==> config.mk <==
export PLATFORM = sky130hd
export DESIGN_NAME = tc16_cmpclr
export DESIGN_NICKNAME = d
export VERILOG_FILES = /design/src/rtl/tc16_pkg.sv /design/src/rtl/tc16_count_core.sv /design/src/rtl/tc16_cmp_unit.sv /design/src/rtl/tc16_bus_regs.sv /design/src/rtl/tc16_cmpclr.sv
export SDC_FILE = /design/constraint.sdc
export NUM_CORES = 1
export LEC_CHECK = 0
export BUFFER_PORTS_ARGS = -buffer_cell sky130_fd_sc_hd__buf_2
export CAP_MARGIN = 5
export CORE_MARGIN = 8
export CORE_UTILIZATION = 45
export CTS_CLUSTER_DIAMETER = 150
export DETAILED_ROUTE_END_ITERATION = 16
export PLACE_DENSITY = 0.74
export SETUP_SLACK_MARGIN = 0.15
export SYNTH_ARGS = -nofsm -noshare
export SYNTH_HDL_FRONTEND = slang
export SYNTH_HIERARCHICAL = 1
export SYNTH_SLANG_ARGS = --single-unit
==> constraint.sdc <==
create_clock -name clk -period 6.1 [get_ports clk]
set_input_delay 0 -clock clk [delete_from_list [all_inputs] [get_ports clk]]
set_output_delay 0 -clock clk [all_outputs]
set_load 0.02 [all_outputs]
==> src/rtl/tc16_pkg.sv <==
`timescale 1ns/1ps
package tc16_pkg;
    typedef enum logic {
        CMP_ARMED = 1'b0,
        CMP_HELD  = 1'b1
    } cmp_state_t;

    localparam int SEL_COUNT = 0;
endpackage

==> src/rtl/tc16_count_core.sv <==
`timescale 1ns/1ps
module tc16_count_core #(
    parameter int CNT_W = 16
) (
    input  logic             clk,
    input  logic             rst_n,
    input  logic             tick,
    input  logic             load,
    input  logic [CNT_W-1:0] load_val,
    input  logic             clr,
    output logic [CNT_W-1:0] cnt_q
);
    localparam logic [CNT_W-1:0] ONE = CNT_W'(1);

    // priority: bus load, then compare clear, then tick
    always_ff @(posedge clk) begin
        if (!rst_n)
            cnt_q <= '0;
        else if (load)
            cnt_q <= load_val;
        else if (clr)
            cnt_q <= '0;
        else if (tick)
            cnt_q <= cnt_q + ONE;
    end


    load_wins_chk: assert property (@(posedge clk) disable iff (!rst_n)
        load |=> cnt_q == $past(load_val));

    tick_step_chk: assert property (@(posedge clk) disable iff (!rst_n)
        (tick && !load && !clr) |=> cnt_q == $past(cnt_q) + ONE);

    clear_zero_chk: assert property (@(posedge clk) disable iff (!rst_n)
        (clr && !load) |=> cnt_q == '0);
endmodule

==> src/rtl/tc16_cmp_unit.sv <==
`timescale 1ns/1ps
module tc16_cmp_unit
    import tc16_pkg::*;
#(
    parameter int CNT_W = 16
) (
    input  logic             clk,
    input  logic             rst_n,
    input  logic [CNT_W-1:0] cnt_q,
    input  logic [CNT_W-1:0] cmpa,
    input  logic             clr_on_cmp,
    input  logic             pwm_mode,
    output logic             clr_req,
    output logic             cmp_match
);
    cmp_state_t state_q, state_d;
    logic       eq;
    logic       hit_evt;

    assign eq      = (cnt_q == cmpa);
    assign hit_evt = (state_q == CMP_ARMED) && eq;

    always_comb begin
        state_d = state_q;
        unique case (state_q)
            CMP_ARMED: state_d = eq ? CMP_HELD : CMP_ARMED;
            CMP_HELD:  state_d = eq ? CMP_HELD : CMP_ARMED;
        endcase
    end

    // state register
    always_ff @(posedge clk) begin
        if (!rst_n) state_q <= CMP_HELD;
        else        state_q <= state_d;
    end

    // outputs
    always_ff @(posedge clk) begin
        if (!rst_n) cmp_match <= 1'b0;
        else        cmp_match <= hit_evt;
    end

    assign clr_req = hit_evt && clr_on_cmp && !pwm_mode;


    pulse_single_chk: assert property (@(posedge clk) disable iff (!rst_n)
        cmp_match |=> !cmp_match);
endmodule

==> src/rtl/tc16_bus_regs.sv <==
`timescale 1ns/1ps
module tc16_bus_regs
    import tc16_pkg::*;
#(
    parameter int BYTE_W  = 8,
    parameter int NUM_CMP = 2,
    parameter int ADDR_W  = 3
) (
    input  logic                          clk,
    input  logic                          rst_n,
    input  logic                          wr_en,
    input  logic                          rd_en,
    input  logic [ADDR_W-1:0]             addr,
    input  logic [BYTE_W-1:0]             wdata,
    input  logic [2*BYTE_W-1:0]           cnt_q,
    output logic [BYTE_W-1:0]             rdata,
    output logic                          cnt_load,
    output logic [2*BYTE_W-1:0]           load_word,
    output logic [NUM_CMP*2*BYTE_W-1:0]   cmp_flat
);
    localparam int WORD_W  = 2 * BYTE_W;
    localparam int NUM_SEL = NUM_CMP + 1;
    localparam int SEL_W   = ADDR_W - 1;

    logic              hi_sel;
    logic [SEL_W-1:0]  sel;
    logic              sel_ok;
    logic [BYTE_W-1:0] temp_q;
    logic [WORD_W-1:0] src_word;

    assign hi_sel    = addr[0];
    assign sel       = addr[ADDR_W-1:1];
    assign sel_ok    = (int'(sel) < NUM_SEL);
    assign load_word = {temp_q, wdata};
    assign cnt_load  = wr_en && !hi_sel && (int'(sel) == SEL_COUNT);

    always_comb begin
        src_word = cnt_q;
        for (int k = 0; k < NUM_CMP; k++)
            if (int'(sel) == k + 1) src_word = cmp_flat[k*WORD_W +: WORD_W];
    end

    generate
        for (genvar g = 0; g < NUM_CMP; g++) begin : g_cmp
            logic [WORD_W-1:0] word_q;
            always_ff @(posedge clk) begin
                if (!rst_n)
                    word_q <= '0;
                else if (wr_en && !hi_sel && int'(sel) == g + 1)
                    word_q <= load_word;
            end
            assign cmp_flat[g*WORD_W +: WORD_W] = word_q;
        end
    endgenerate

    // shared staging byte
    always_ff @(posedge clk) begin
        if (!rst_n)
            temp_q <= '0;
        else if (wr_en && hi_sel && sel_ok)
            temp_q <= wdata;
        else if (rd_en && !hi_sel && sel_ok)
            temp_q <= src_word[WORD_W-1:BYTE_W];
    end

    always_comb begin
        rdata = '0;
        if (rd_en && sel_ok)
            rdata = hi_sel ? temp_q : src_word[BYTE_W-1:0];
    end


    low_read_latch_chk: assert property (@(posedge clk) disable iff (!rst_n)
        (rd_en && !wr_en && !hi_sel && sel_ok) |=> temp_q == $past(src_word[WORD_W-1:BYTE_W]));
endmodule

==> src/rtl/tc16_cmpclr.sv <==
`timescale 1ns/1ps
module tc16_cmpclr #(
    parameter int BYTE_W  = 8,
    parameter int NUM_CMP = 2,
    parameter int ADDR_W  = 3
) (
    input  logic              clk,
    input  logic              rst_n,
    input  logic              tick,
    input  logic              clr_on_cmp,
    input  logic              pwm_mode,
    input  logic              wr_en,
    input  logic              rd_en,
    input  logic [ADDR_W-1:0] addr,
    input  logic [BYTE_W-1:0] wdata,
    output logic [BYTE_W-1:0] rdata,
    output logic              cmp_match
);
    localparam int WORD_W = 2 * BYTE_W;

    logic [WORD_W-1:0]         cnt_q;
    logic [WORD_W-1:0]         load_word;
    logic                      cnt_load;
    logic                      clr_req;
    logic [NUM_CMP*WORD_W-1:0] cmp_flat;
    logic [WORD_W-1:0]         cmpa;

    assign cmpa = cmp_flat[WORD_W-1:0];

    tc16_bus_regs #(.BYTE_W(BYTE_W), .NUM_CMP(NUM_CMP), .ADDR_W(ADDR_W)) u_bus (
        .clk(clk), .rst_n(rst_n), .wr_en(wr_en), .rd_en(rd_en), .addr(addr),
        .wdata(wdata), .cnt_q(cnt_q), .rdata(rdata), .cnt_load(cnt_load),
        .load_word(load_word), .cmp_flat(cmp_flat)
    );

    tc16_cmp_unit #(.CNT_W(WORD_W)) u_cmp (
        .clk(clk), .rst_n(rst_n), .cnt_q(cnt_q), .cmpa(cmpa),
        .clr_on_cmp(clr_on_cmp), .pwm_mode(pwm_mode),
        .clr_req(clr_req), .cmp_match(cmp_match)
    );

    tc16_count_core #(.CNT_W(WORD_W)) u_core (
        .clk(clk), .rst_n(rst_n), .tick(tick), .load(cnt_load),
        .load_val(load_word), .clr(clr_req), .cnt_q(cnt_q)
    );


    pwm_hold_chk: assert property (@(posedge clk) disable iff (!rst_n)
        (pwm_mode && !cnt_load && !tick) |=> cnt_q == $past(cnt_q));

    match_cause_chk: assert property (@(posedge clk) disable iff (!rst_n)
        cmp_match |-> $past(cnt_q == cmpa));
endmodule

==> impl_metrics.yaml, run 1 <==
yosys:
  async_reset_ff_share_pct: 0
  synth_xor_area_share_pct: 6.23
  synth_cell_types: 57
  synth_edf_count: 0
  syn_area_per_cell_um2: 8.29
  ys_seq_elements: 58
  syn_area_um2: 3230
  synth-simple-area-share_pct: 25.3
  synthMuxAreaShare_pct: 5.57
  synthCells: 390
  synth_nets: 409
  synth-main-ff-cell: "dfxtp_1"
  yosys_warnings: 6
  synth_top_family_by_area: "simple AND/OR/NAND/NOR gates"
  yosysSeqAreaShare_pct: 35.9
  synth-adder-area-share_pct: 0.387
  synth_compound_area_share_pct: 19.1
finish:
  drive_gt1_share_pct: 16.0
  nets: 421
  final_common_cell: "nand2_1"
  post-route-util_pct: 50.2
  area_delta_synth_final_pct: 10.1
  num_antenna_cells: 0
  final_cell_mix: "93 x nand2_1, 58 x dfxtp_1, 37 x a21oi_1"
  final_cells: 505
clocking:
  cts_root_buf: "clkbuf_8"
  clk_latency_ns: 0.33
  cts_max_level: 3
  cts_tree: "done"
  post_cts_resized: 0
  cts_buffers: 9
  cts.sinks: 58
  clockBufferDepth: 2
  post_cts_buffers: 0
  clk_pin_slew_worst_paths_ns: 0.06
power:
  power.total_uw: 832
  leakage_nw: 1.35
  ir_drop_mv: 0.206
  p_per_area_nw_per_um2: 234
placed_design:
  post-place-ws_ns: 3.52
  placement.io_buffers: 26
  place_inst: 482
  hpwl_mm: 6.23
  gp_congestion: 0.913
global_route:
  grt_start_max_net_pins: 36
  grt_pass1_vias: 2791
  grt-ovfl-total: 0
  grt_pass1_wl_mm: 15.0
  antenna_found_initial: 0
  track_usage_pct: 18.8
floorplanning:
  core_um2: 7100
  dieWidth_um: 101
  initial_core_util_pct: 45.6
  rows: 31
  dieArea_um2: 10200
  fp.dieH_um: 101
  io_pins: 27
routing:
  drcViolationCount: 0
  wl_per_cell_um: 18.1
  drt-pass1-iter-count: 5
  dr.first_iter.drc_count: 332
  ant_nets: 0
  vias_per_cell: 5.93
  vias: 2994
  wirelength_mm: 9.17
critical_path:
  crit_top_cell: "nor2_1"
  path_max_fanout: 9
  path_cells: "xor2_1 -> nor4_1 -> nand4_1 -> nor4b_2 -> nor2_1 -> nand2_1 -> nor2_1 -> a221o_1"
  crit_buf_inv: 0
  crit_family: "simple AND/OR/NAND/NOR gates"
  max_stage_delay_ns: 0.50
  critPathSlowestCell: "dfxtp_1"
  cp.arrival_ns: 2.84
  worstSetupStartpointType: "flip-flop"
  endpoint_kind: "flip-flop"
  critPathKind: "reg -> reg"
  required_ns: 6.32
sta:
  hold_viol: 0
  final.setup_skew_ns: 0.0102
  setup_tns_ns: 0
  maxSlewViolCount: 0
  setup_viol: 0
  worst_pin_slew_ns: 0.824
  min_period_ns: 2.63
  finalCritPeriodShare_pct: 43.1
  layout_setup_ws_ns: 3.47
  fmax_ghz: 0.381
  rsz0062_at_grt: "no"
  max_slew_margin_pct: 44.8
run_status:
  outcome: "completed"
job:
  maxCapViolations: 0
min_path:
  hp-class: "in -> reg"
==> final timing paths <==
check | startpoint | to | slack (ns) | cells after the start
max | u_core/cnt_q[5] | u_core/cnt_q[14] | 3.47 | 8
min | rst_n | u_cmp/state_q | 0.06 | 2
max reg2reg | u_core/cnt_q[5] | u_core/cnt_q[14] | 3.47 | 8
min reg2reg | u_cmp/state_q | u_cmp/cmp_match | 0.45 | 1
==> cell families (layout without fill, tap and decap cells) <==
family | after synthesis | after routing
AND/OR/NAND/NOR | 163 | 163
buffers and inverters | 38 | 54
XOR/XNOR | 23 | 23
AO/OA/AOI/OAI | 90 | 90
adder cells (fa/ha/maj) | 1 | 1
flip-flops | 58 | 58
multiplexers | 17 | 17
==> cell usage after synthesis (2+ instances only) <==
master     number  area (µm²)
buf_2           9        45.0
nor2_1         15        56.3
xnor2_1         6        52.6
nand4bb_1       2        22.5
o211a_1         2        20.0
mux2_2          8        90.1
xor2_1         17         149
nor4_1          5        31.3
a221o_1         9        90.1
a21oi_1        37         185
nand4_1         3        18.8
o21ai_0         4        20.0
buf_6           6        67.6
clkbuf_1        7        26.3
and4bb_1        2        25.0
nor2b_1         2        12.5
a22oi_1         9        67.6
inv_1           2        7.51
nor3_1          6        30.0
o221ai_1        8        70.1
and2_1          3        18.8
nor3b_1         2        15.0
mux2i_1         9        90.1
dfxtp_1        58        1160
buf_4          11        82.6
o31ai_1         2        15.0
nor4_2          3        37.5
o21ai_1         7        35.0
and4_1          2        17.5
nand2_1        93         349
nand3_1        14        70.1
clkbuf_2        2        10.0
==> worst reg2reg max path, stage by stage (launching register included) <==
cell and delay (ns):
dfxtp_1 0.50, xor2_1 0.11, nor4_1 0.36, nand4_1 0.25, nor4b_2 0.41, nor2_1 0.17
nand2_1 0.33, nor2_1 0.07, a221o_1 0.32
==> timing repair <==
action,in CTS,in global routing
endpoints found under the hold margin,25,0
endpoints found under the setup margin,0,0
hold buffers,8,0
==> power by group <==
group          leakage (nW)  internal, mW  total, mW  switching, mW
logic                 0.781        0.0308     0.0853         0.0546
registers             0.470         0.388      0.400         0.0122
clock network        0.0941         0.196      0.347          0.151
==> final cells by class <==
type / instances / area, µm²
clock inverters: 5 / 55.1
inverters: 2 / 7.51
clock buffers: 10 / 138
multi-input cells: 294 / 1840
repair buffers: 37 / 233
well taps: 99 / 124
fillers: 673 / 3540
flip-flops and latches: 58 / 1160
==> routing by layer <==
layer / wire (µm) / part of all wire (%) / track usage (%)
met2: 4270 / 47 / 28.9
met5: 0 / 0 / 0
met1: 3940 / 43 / 25.2
met4: 118 / 1.3 / 5.93
met3: 834 / 9.1 / 4.35
==> state kept, by name (all words and copies together) (netlist names) <==
signal	count
u_bus/g_cmp.word_q	32
u_bus/temp_q	8
u_cmp/cmp_match	1
u_cmp/state_q	1
u_core/cnt_q	16
==> stage by stage <==
step,area (µm²),hold slack (ns)
finish,3560,0.0627
global route,3560,0.0975
CTS,3560,0.0452
detailed placement,3290,0.285
global placement,3290,0.276
floorplan,3230,0.0619
Power figures use the tool's default switching activity.
==> inputs of run 2 (changes only) <==
==> constraint.sdc (replaced) <==
create_clock -name clk -period 2.5 [get_ports clk]
set_input_delay 0 -clock clk [delete_from_list [all_inputs] [get_ports clk]]
set_output_delay 0 -clock clk [all_outputs]
set_load 0.02 [all_outputs]
==> run 2 against run 1 <==
  * First-iteration DRC count down 3.0%
  * Combinational power rose to 2.9 times the previous value
  * Power up 150%
  * Worst hold slack better by 0.095 ns
  * Register-to-register slack worse by 3.3 ns
  * Largest cell class unchanged
==> impl_metrics.yaml, run 2 (synthesis results as in run 1) <==
critical_path:
  reg2reg_slack_ns: 0.19
  required_ns: 2.73
  critPathSlowestCell: "dfxtp_1"
  path_max_fanout: 7
  max_stage_delay_ns: 0.45
  path_cells: "xor2_1 -> nor4_1 -> nand4_1 -> nor4b_4 -> nor2_1 -> nand2_2 -> nor2_1 -> a221o_1"
  crit_top_cell: "nor2_1"
  endpoint_kind: "flip-flop"
  worstSetupStartpointType: "flip-flop"
  rr_endpoint: "u_core/cnt_q[14]"
  cp.arrival_ns: 2.54
  reg2regPathDepth: 8
  r2r_start: "u_core/cnt_q[4]"
  critPathKind: "reg -> reg"
sta:
  rsz0062_at_grt: "yes"
  setup_tns_ns: 0
  min_period_ns: 2.31
  max_slew_margin_pct: 49.3
  fmax_ghz: 0.433
  setup_viol: 0
  worst_pin_slew_ns: 0.756
  hold_viol: 0
  maxSlewViolCount: 0
  final.setup_skew_ns: 0.00657
  finalCritPeriodShare_pct: 92.5
finish:
  largest_registers: "u_bus/g_cmp.word_q (32), u_core/cnt_q (16), u_bus/temp_q (8)"
  area_delta_synth_final_pct: 14.4
  final_cells: 521
  post-route-util_pct: 52.1
  final_common_cell: "nand2_1"
  largest_reg_flops: 32
  num_antenna_cells: 0
  drive_gt1_share_pct: 19.4
  largest_register: "u_bus/g_cmp.word_q"
  final_cell_mix: "92 x nand2_1, 57 x dfxtp_1, 37 x a21oi_1"
  nets: 437
floorplanning:
  dieWidth_um: 101
  rows: 31
  core_um2: 7100
  io_pins: 27
  dieArea_um2: 10200
  initial_core_util_pct: 45.6
  fp.dieH_um: 101
min_path:
  hp-class: "in -> reg"
  holdPathStages: 3
  hold_end: "u_core/cnt_q[4]"
  holdCritStartpoint: "tick"
global_route:
  antenna_found_initial: 0
  grt_start_max_net_pins: 34
  grt_pass1_vias: 2884
  grt_pass1_wl_mm: 15.0
  grt-ovfl-total: 0
  track_usage_pct: 19.0
power:
  leakage_nw: 1.44
  p_per_area_nw_per_um2: 555
  ir_drop_mv: 0.432
  power.total_mw: 2.05
placed_design:
  hpwl_mm: 6.36
  place_inst: 495
  placement.io_buffers: 26
  gp_congestion: 0.982
routing:
  vias: 3057
  wl_per_cell_um: 17.6
  drcViolationCount: 0
  dr.first_iter.drc_count: 322
  wirelength_mm: 9.19
  drt-pass1-iter-count: 5
  vias_per_cell: 5.87
  ant_nets: 0
clocking:
  cts_max_level: 3
  cts_buffers: 9
  cts_tree: "done"
  clk_latency_ns: 0.34
  clk_pin_slew_worst_paths_ns: 0.06
  cts.sinks: 58
  cts_root_buf: "clkbuf_8"
  clockBufferDepth: 2
job:
  maxCapViolations: 0
run_status:
  outcome: "completed"
==> run 2: worst max-delay path: cells and delay by family, from the launching register on <==
| family | cells | cell delay (ns) |
|---|---|---|
| AO/OA/AOI/OAI | 1 | 0.31 |
| XOR/XNOR | 1 | 0.10 |
| AND/OR/NAND/NOR | 6 | 1.33 |
| flip-flops | 1 | 0.45 |
==> run 2: area by class of cell <==
cell class / count / area [µm²]
fill: 667 / 3400
multi-input combinational: 294 / 1870
sequential: 58 / 1160
timing repair buffer: 53 / 355
clock buffer: 12 / 145
tap: 99 / 124
clock inverter: 3 / 40.0
inverter: 2 / 7.51
==> run 2: per-stage QoR <==
step | instance area (µm²) | worst slack (ns) | hold slack [ns]
2_1_floorplan | 3230 | 0.398 | 0.0619
3_3_place_gp | 3390 | 0.279 | 0.268
3_5_place_dp | 3390 | 0.160 | 0.267
4_1_cts | 3660 | 0.160 | 0.128
5_1_grt | 3700 | 0.0819 | 0.179
6_report | 3700 | 0.188 | 0.158
==> run 2: power breakdown <==
group          leakage (nW)  switching [mW]  internal, mW
combinational         0.874           0.151        0.0950
clock                0.0962           0.359         0.479
sequential            0.470          0.0210         0.947
total                  1.44           0.531          1.52
==> run 2: how the worst max path moves through the flow <==
| stage | slack, ns | start | endpoint | cells past startpoint |
|---|---|---|---|---|
| floorplan | 0.40 | u_core/cnt_q[5] | u_core/cnt_q[14] | 8 |
| global placement | 0.28 | u_bus/g_cmp[0].word_q[1] | u_core/cnt_q[15] | 8 |
| detailed placement | 0.16 | u_bus/g_cmp[0].word_q[1] | u_core/cnt_q[15] | 8 |
| CTS | 0.16 | u_bus/g_cmp[0].word_q[1] | u_core/cnt_q[15] | 8 |
| global route | 0.08 | u_bus/g_cmp[0].word_q[7] | u_core/cnt_q[14] | 8 |
| finish | 0.19 | u_core/cnt_q[4] | u_core/cnt_q[14] | 8 |
==> run 2: timing repair <==
item | in CTS | in global routing
hold buffers | 9 | 0
endpoints found under the hold margin | 29 | 0
setup buffers | 0 | 2
resized for setup | 0 | 5
endpoints found under the setup margin | 0 | 8
==> run 2: per-layer routing <==
| layer | track usage [%] | vias to the layer above | part of all wire, % |
|---|---|---|---|
| met5 | 0 | - | 0 |
| met4 | 6.63 | 0 | 1.9 |
| met3 | 6.63 | 13 | 9.5 |
| met2 | 27.9 | 138 | 44 |
| met1 | 25.0 | 1468 | 44 |
| li1 | - | 1438 | - |
==> inputs of run 3 (changes only) <==
--- a/config.mk
+++ b/config.mk
@@ -5,13 +5,13 @@
 export SDC_FILE = /design/constraint.sdc
 export NUM_CORES = 1
 export LEC_CHECK = 0
-export BUFFER_PORTS_ARGS = -buffer_cell sky130_fd_sc_hd__buf_2
 export CAP_MARGIN = 5
 export CORE_MARGIN = 8
 export CORE_UTILIZATION = 45
 export CTS_CLUSTER_DIAMETER = 150
 export DETAILED_ROUTE_END_ITERATION = 16
-export PLACE_DENSITY = 0.74
+export DONT_BUFFER_PORTS = 1
+export PLACE_DENSITY = 0.71
 export SETUP_SLACK_MARGIN = 0.15
 export SYNTH_ARGS = -nofsm -noshare
 export SYNTH_HDL_FRONTEND = slang
==> run 3 against run 2 <==
  * Sequential power is essentially flat
  * First-iteration DRC count is 24% lower
  * Combinational power is 8.9% lower
  * Die area is the same
  * Maximum frequency is 3.2% higher
  * Count of clock-buffer cells in the layout decreased by 2
==> impl_metrics.yaml, run 3 (synthesis results as in run 1) <==
finish:
  final_common_cell: "nand2_1"
  area_delta_synth_final_pct: 13.0
  final_cell_mix: "93 x nand2_1, 55 x dfxtp_1, 37 x a21oi_1"
  num-fill-cells: 643
  largest_reg_flops: 32
  largest_registers: "u_bus/g_cmp.word_q (32), u_core/cnt_q (16), u_bus/temp_q (8)"
  drive_gt1_share_pct: 15.3
  nets: 413
  fin_area_um2: 3660
  num_antenna_cells: 0
  largest_register: "u_bus/g_cmp.word_q"
global_route:
  grt_pass1_wl_mm: 15.1
  track_usage_pct: 19.3
  grt_start_max_net_pins: 41
  antenna_found_initial: 0
  grt-ovfl-total: 0
  grt_pass1_vias: 2779
sta:
  setup_tns_ns: 0
  hold_viol: 0
  worst_pin_slew_ns: 0.880
  whs_ns: 0.0101
  final.setup_skew_ns: 0.00991
  rsz0062_at_grt: "no"
  maxSlewViolCount: 0
  layout_setup_ws_ns: 0.260
  max_slew_margin_pct: 41.0
  setup_viol: 0
  fmax_ghz: 0.447
  min_period_ns: 2.24
  finalCritPeriodShare_pct: 89.6
routing:
  dr.first_iter.drc_count: 245
  vias: 2961
  ant_nets: 0
  wirelength_mm: 9.38
  drcViolationCount: 0
  wl_per_cell_um: 18.8
  vias_per_cell: 5.95
  drt-pass1-iter-count: 5
floorplanning:
  fp.dieH_um: 101
  dieWidth_um: 101
  rows: 31
  initial_core_util_pct: 45.6
  io_pins: 27
  core_um2: 7100
  dieArea_um2: 10200
placed_design:
  hpwl_mm: 6.22
  placement.io_buffers: 0
  place_area_um2: 3230
  gp_congestion: 0.928
  post-place-ws_ns: 0.126
min_path:
  hp-class: "in -> reg"
  hold_end: "u_core/cnt_q[12]"
  holdPathStages: 4
  holdCritStartpoint: "tick"
power:
  leakage_nw: 1.36
  power.total_mw: 2.15
  p_per_area_nw_per_um2: 589
  ir_drop_mv: 0.349
run_status:
  outcome: "completed"
critical_path:
  cp.arrival_ns: 2.47
  path_max_fanout: 5
  critPathKind: "reg -> reg"
  reg2regPathDepth: 9
  required_ns: 2.73
  reg2reg_slack_ns: 0.26
  rr_endpoint: "u_core/cnt_q[14]"
  r2r_start: "u_bus/g_cmp[0].word_q[7]"
  endpoint_kind: "flip-flop"
  worstSetupStartpointType: "flip-flop"
job:
  maxCapViolations: 0
clocking:
  clk_pin_slew_worst_paths_ns: 0.07
  cts_buffers: 9
  clockBufferDepth: 2
  clk_latency_ns: 0.35
  cts_root_buf: "clkbuf_8"
  cts.sinks: 58
  cts_max_level: 3
  cts_tree: "done"
## run 3: how the worst max path moves through the flow
stage          cells past startpoint                to                startpoint  slack (ns)
6_report                           9  u_core/cnt_q[14]  u_bus/g_cmp[0].word_q[7]        0.26
5_1_grt                            9  u_core/cnt_q[15]           u_core/cnt_q[8]        0.16
4_1_cts                            8  u_core/cnt_q[15]  u_bus/g_cmp[0].word_q[1]        0.18
3_5_place_dp                       8  u_core/cnt_q[15]  u_bus/g_cmp[0].word_q[1]        0.13
3_3_place_gp                       8  u_core/cnt_q[15]  u_bus/g_cmp[0].word_q[1]        0.25
2_1_floorplan                      8  u_core/cnt_q[14]           u_core/cnt_q[5]        0.40
## run 3: area by class of cell
class / instances / area (µm²) / area share [%]
multi-input cells: 294 / 1890 / 51.7
flip-flops and latches: 58 / 1160 / 31.9
repair buffers: 29 / 253 / 6.91
clock buffers: 10 / 138 / 3.76
well taps: 99 / 124 / 3.39
clock inverters: 6 / 80.1 / 2.19
inverters: 2 / 7.51 / 0.205
## run 3: routing by layer
layer	share of wire [%]	wire [µm]	global-route usage (%)	vias to the layer above
met5	0	0	0	-
met4	2.1	195	7.21	0
met3	8.0	753	5.80	19
met2	46	4350	29.6	146
met1	44	4080	24.7	1401
li1	-	-	-	1395
## run 3: timing repair
| item | 4_1_cts | 5_1_grt |
|---|---|---|
| hold buffers | 14 | 0 |
| hold endpoints to repair | 39 | 0 |
| cloned | 0 | 0 |
| setup buffers | 0 | 2 |
| setup endpoints to repair | 2 | 9 |
| resized for setup | 1 | 10 |
| pin swaps | 0 | 5 |
## run 3: worst max-delay path, cell delays in order (launching register included)
cell and delay, ns:
dfxtp_1 0.33, xor2_1 0.17, nor4_2 0.33, nand4_1 0.24, nor4b_4 0.28, buf_4 0.18, nor2_2 0.07, nand2_1 0.14
nor2_1 0.07, a221o_1 0.31
## run 3: metrics by stage
stage                     utilization (%)  std cells
after floorplan                         -        390
after global placement               45.5        466
after detailed placement             45.5        466
after CTS                            50.7        496
after global routing                 51.5        498
final                                51.5        498
## run 3: report_power, final
part           total, mW  internal (mW)  switching, mW
logic              0.224         0.0899          0.134
registers          0.970          0.947         0.0237
clock network      0.959          0.581          0.379
